[config.mk]
export PLATFORM = sky130hd
export DESIGN_NAME = clkgen_pd_ctrl
export DESIGN_NICKNAME = d
export VERILOG_FILES = /design/src/rtl/clkgen_pd_pkg.sv /design/src/rtl/clkgen_sync.sv /design/src/rtl/clkgen_dif_gate.sv /design/src/rtl/clkgen_ref_ctrl.sv /design/src/rtl/clkgen_pd_ctrl.sv
export SDC_FILE = /design/constraint.sdc
export NUM_CORES = 1
export LEC_CHECK = 0
export ABC_AREA = 0
export BUFFER_PORTS_ARGS = -buffer_cell sky130_fd_sc_hd__buf_4
export CAP_MARGIN = 5
export CORE_MARGIN = 2
export CORE_UTILIZATION = 34
export DETAILED_ROUTE_END_ITERATION = 16
export SKIP_LAST_GASP = 1
export SYNTH_ARGS = -nofsm -noshare
export SYNTH_HDL_FRONTEND = slang
export SYNTH_SLANG_ARGS = --single-unit
[constraint.sdc]
create_clock -name clk -period 1 [get_ports clk]
set_input_delay 0.05 -clock clk [delete_from_list [all_inputs] [get_ports clk]]
set_output_delay 0.05 -clock clk [all_outputs]
set_load 0.01 [all_outputs]
[src/rtl/clkgen_pd_pkg.sv]
package clkgen_pd_pkg;
  localparam int ADDR_W = 7;
  localparam logic [ADDR_W-1:0] BUS_ADDR_LO = 7'b1101000;
  localparam logic [ADDR_W-1:0] BUS_ADDR_HI = 7'b1101010;

  typedef enum logic [1:0] {
    SPREAD_OFF  = 2'b00,
    SPREAD_QTR  = 2'b01,
    SPREAD_HALF = 2'b10
  } spread_code_e;

  function automatic spread_code_e map_spread(input logic [1:0] sel);
    case (sel)
      2'b00:   map_spread = SPREAD_OFF;
      2'b01:   map_spread = SPREAD_QTR;
      default: map_spread = SPREAD_HALF;
    endcase
  endfunction
endpackage

[src/rtl/clkgen_sync.sv]
module clkgen_sync #(
  parameter int W      = 1,
  parameter int STAGES = 2
) (
  input  logic         clk,
  input  logic         rst,
  input  logic [W-1:0] d_i,
  output logic [W-1:0] q_o
);
  logic [W-1:0] chain [STAGES];

  always_ff @(posedge clk) begin
    if (rst) begin
      for (int s = 0; s < STAGES; s++) chain[s] <= '0;
    end else begin
      chain[0] <= d_i;
      for (int s = 1; s < STAGES; s++) chain[s] <= chain[s-1];
    end
  end

  assign q_o = chain[STAGES-1];
endmodule

[src/rtl/clkgen_dif_gate.sv]
module clkgen_dif_gate (
  input  logic clk,
  input  logic rst,
  input  logic allow_i,
  output logic t_o,
  output logic c_o
);
  logic run_q, t_q, c_q;
  logic run_d, t_d;

  // Run state may change only while the true leg is low.
  always_comb begin
    run_d = t_q ? run_q : allow_i;
    t_d   = !t_q && allow_i;
  end

  always_ff @(posedge clk) begin
    if (rst) begin
      run_q <= 1'b0;
      t_q   <= 1'b0;
      c_q   <= 1'b0;
    end else begin
      run_q <= run_d;
      t_q   <= t_d;
      c_q   <= !t_d && run_d;
    end
  end

  assign t_o = t_q;
  assign c_o = c_q;

  p_legs_excl_r10: assert property (@(posedge clk) disable iff (rst) !(t_q && c_q));
  p_t_single_r10:  assert property (@(posedge clk) disable iff (rst) t_q |=> !t_q);
  p_c_single_r10:  assert property (@(posedge clk) disable iff (rst) c_q |=> !c_q);
  p_start_ok_r2:   assert property (@(posedge clk) disable iff (rst) !t_q && !allow_i |=> !t_q);
endmodule

[src/rtl/clkgen_ref_ctrl.sv]
module clkgen_ref_ctrl
  import clkgen_pd_pkg::*;
(
  input  logic              clk,
  input  logic              rst,
  input  logic              pg_s_i,
  input  logic              strap_i,
  output logic              ref_o,
  output logic              ref_oe_o,
  output logic [ADDR_W-1:0] addr_o
);
  logic              seen_q, ref_q;
  logic [ADDR_W-1:0] addr_q;

  always_ff @(posedge clk) begin
    if (rst) begin
      seen_q <= 1'b0;
      ref_q  <= 1'b0;
      addr_q <= BUS_ADDR_LO;
    end else begin
      ref_q <= pg_s_i ? !ref_q : 1'b0;
      if (pg_s_i) seen_q <= 1'b1;
      if (pg_s_i && !seen_q) addr_q <= strap_i ? BUS_ADDR_HI : BUS_ADDR_LO;
    end
  end

  assign ref_o    = ref_q;
  assign ref_oe_o = seen_q;
  assign addr_o   = addr_q;

  p_seen_sticky_r11: assert property (@(posedge clk) disable iff (rst) seen_q |=> seen_q);
  p_addr_hold_r7:    assert property (@(posedge clk) disable iff (rst) seen_q |=> $stable(addr_q));
  p_ref_low_r5:      assert property (@(posedge clk) disable iff (rst) seen_q && !pg_s_i |=> !ref_q && seen_q);
  p_hiz_r4:          assert property (@(posedge clk) disable iff (rst) !seen_q |-> !ref_q);
endmodule

[src/rtl/clkgen_pd_ctrl.sv]
module clkgen_pd_ctrl
  import clkgen_pd_pkg::*;
#(
  parameter int N_OUT       = 2,
  parameter int SYNC_STAGES = 2
) (
  input  logic              clk,
  input  logic              rst,
  input  logic              pwr_good_i,
  input  logic [N_OUT-1:0]  oe_pin_i,
  input  logic [N_OUT-1:0]  oe_reg_i,
  input  logic              pll_lock_i,
  input  logic              addr_strap_i,
  input  logic [1:0]        spread_sel_i,
  output logic [N_OUT-1:0]  dif_t_o,
  output logic [N_OUT-1:0]  dif_c_o,
  output logic              ref_o,
  output logic              ref_oe_o,
  output logic [ADDR_W-1:0] bus_addr_o,
  output logic [1:0]        pll_spread_o
);
  localparam int SW = N_OUT + 2;

  logic [SW-1:0]    async_raw, async_s;
  logic             pg_s, lock_s;
  logic [N_OUT-1:0] oe_pin_s, allow;
  spread_code_e     spread_q;

  assign async_raw = {pll_lock_i, oe_pin_i, pwr_good_i};

  clkgen_sync #(.W(SW), .STAGES(SYNC_STAGES)) u_sync (
    .clk (clk),
    .rst (rst),
    .d_i (async_raw),
    .q_o (async_s)
  );

  assign pg_s     = async_s[0];
  assign oe_pin_s = async_s[N_OUT:1];
  assign lock_s   = async_s[SW-1];

  genvar g;
  generate
    for (g = 0; g < N_OUT; g++) begin : g_dif
      assign allow[g] = pg_s && lock_s && oe_pin_s[g] && oe_reg_i[g];

      clkgen_dif_gate u_gate (
        .clk     (clk),
        .rst     (rst),
        .allow_i (allow[g]),
        .t_o     (dif_t_o[g]),
        .c_o     (dif_c_o[g])
      );
    end
  endgenerate

  clkgen_ref_ctrl u_ref (
    .clk      (clk),
    .rst      (rst),
    .pg_s_i   (pg_s),
    .strap_i  (addr_strap_i),
    .ref_o    (ref_o),
    .ref_oe_o (ref_oe_o),
    .addr_o   (bus_addr_o)
  );

  always_ff @(posedge clk) begin
    if (rst) spread_q <= SPREAD_OFF;
    else     spread_q <= map_spread(spread_sel_i);
  end

  assign pll_spread_o = spread_q;

  p_no_lock_r8: assert property (@(posedge clk) disable iff (rst) !lock_s |=> dif_t_o == '0);
  p_pg_low_r1:  assert property (@(posedge clk) disable iff (rst) !pg_s |=> dif_t_o == '0);
  p_spread_r9:  assert property (@(posedge clk) disable iff (rst) pll_spread_o != 2'b11);
endmodule

==> metrics.txt <==
Seq/Total Area, Yosys=59.1%; hpwl dp=616 um; RD Place Congestion=0.644; synth unique cells=13; Clock transition at path regs=0.10 ns; gr usage total=9.91%; CTS tree=done; CTS buffer count=3; clk_skew=about 0.0014 ns; CTS max path bufs=2; Clock Latency Late Sink=0.28 ns; Final min period=about 0.96 ns; highest clock rate=1040 MHz; met2 wire len=447 um; post-synthesis register bit count=19; worst hold-check path type=primary input to register; via-per-instance ratio=3.75; crit path capture type=register; Routed wire per std cell=8.37 um; largest net degree at the start of global routing=12; Overflow after GRT=0; Die Y=47.5 um; initial core utilization=36.8%; Nets=96; final worst path period share=95.9%; CTS Sinks=19; Fillers=between 150 and 200; Setup Crit Path Kind=primary input to register; Tot Pwr=0.00127 W; Antenna Nets Post-Route=0; router iterations before antenna repair=2; DR DRC count=0; worst path arrival time=1.20 ns; IO Port Bufs=19; root buffer cell=clkbuf_4; Worst Path Required=1.24 ns; smallest setup slack after layout=0.0405 ns; first-pass GRT wire length=1.46 mm; Top Metal Used=met4; Syn Area/Cell=approximately 11 um2; met1 wire length=389 um; Setup crit start kind=primary input; synth-to-layout area growth=35.6%; Max rail drop VDD=0.916 mV; met3 wire len=65 um; WL final=around 910 um; endpoints failing setup=0; Ys Warns=0; DIE WIDTH=approximately 47 um; via count of the first global-routing pass=394; die area=0.00226 mm2; H-tree levels=1; via total after detailed routing=slightly above 400; worst slack, placed=0.0906 ns; P_leak=0.406 nW; Fin. Hold Viols=0; Max Cap Violations=0; Post-Syn Instances=59; layout cell share with drive strength beyond 1=31.0%; IO Count=26; ANT cells=0; starting DRC count in detailed routing=2; Synth Cell Area=643 um2; num rows=15; antenna violations before repair=0; crit path max fanout=6; run status=finished clean; core area=0.00175 mm2; Pwr per Cell Area=around 1500 mW/mm2; Max Slew Vio Count=0
## what timing repair did
item | 4_1_cts | 5_1_grt
endpoints found under the hold margin | 11 | 0
setup buffers | 0 | 0
endpoints found under the setup margin | 0 | 1
resized for setup | 0 | 1
hold buffers | 8 | 0
## worst paths after layout
check / startpoint / endpoint / slack (ns) / depth (start not counted)
worst max-delay path: rst / register / 0.04 / 5
worst min register to register: register / g_dif[0].u_gate.c_o$_SDFF_PP0_ / 0.43 / 2
worst min-delay path: spread_sel_i[0] / pll_spread_o[0]$_SDFF_PP0_ / 0.03 / 2
worst max register to register: u_sync.chain[0][4]$_SDFF_PP0_ / u_ref.addr_o[1]$_SDFFE_PP0P_ / 0.10 / 3
## layout by cell type (no fill, tap or decap)
master | synthesis | layout
nand2_1 | 4 | 4
buf_4 | 10 | 20
nor3_2 | 2 | 1
clkbuf_1 | 0 | 1
nor2_1 | 5 | 5
dlygate4sd3_1 | 0 | 8
nor2b_1 | 9 | 9
and2b_1 | 1 | 1
conb_1 | 2 | 6
nor3_4 | 0 | 1
nand3b_4 | 1 | 1
dfxtp_1 | 19 | 19
mux2i_1 | 1 | 1
clkbuf_4 | 0 | 3
or2_1 | 2 | 2
nor3b_1 | 2 | 2
## worst max-delay path, stage by stage
cell           delay [ns]
dlygate4sd3_1        0.54
buf_4                0.16
nand3b_4             0.17
nor3_4               0.16
or2_1                0.11
## power breakdown
part	internal, W	switching (W)	total [W]	leakage [nW]
clock	0.000155	0.000212	0.000366	0.0150
combinational	0.0000735	0.0000436	0.000117	0.236
sequential	0.000780	0.00000882	0.000788	0.156
total	0.00101	0.000264	0.00127	0.406
## per-stage QoR
step	util (%)	cell area (um2)	setup TNS (ns)	hold WS, ns	std cells
final	50.0	872	0	0.0309	109
after global routing	50.0	872	-0.00180	0.0256	109
after CTS	49.6	866	0	0.00237	109
after detailed placement	43.5	759	0	0.226	97
after global placement	43.5	759	0	0.219	97
after floorplan	-	658	0	0.122	63
## logic make-up after synthesis
| kind of cell | after synthesis | share of synthesized area [%] |
|---|---|---|
| buffers and inverters | 11 | 12.5 |
| flip-flops | 19 | 59.1 |
| multiplexers | 1 | 1.56 |
| other | 2 | 1.17 |
| AND/OR/NAND/NOR | 26 | 25.7 |
## area by class of cell
type                       count  area (um2)  area share, %
sequential                    19         380           43.6
timing repair buffer          28         230           26.4
multi-input combinational     33         204           23.4
tap                           25        31.3           3.59
clock buffer                   4        26.3           3.01
## per-layer routing
layer / track usage (%) / vias to the layer above
li1: - / 214
met1: 10.6 / 174
met2: 15.7 / 19
met3: 3.40 / 2
met4: 8.33 / 0
met5: 0 / -
## Yosys cell counts
master / instances / area [um2]
nor3b_1: 2 / 15.0
conb_1: 2 / 7.51
nor3_2: 2 / 20.0
dfxtp_1: 19 / 380
nand3b_4: 1 / 20.0
nand2_1: 4 / 15.0
and2b_1: 1 / 7.51
or2_1: 2 / 12.5
buf_2: 1 / 5.00
nor2b_1: 9 / 56.3
nor2_1: 5 / 18.8
buf_4: 10 / 75.1
mux2i_1: 1 / 10.0
No activity file was read; power rests on OpenSTA's default activity.
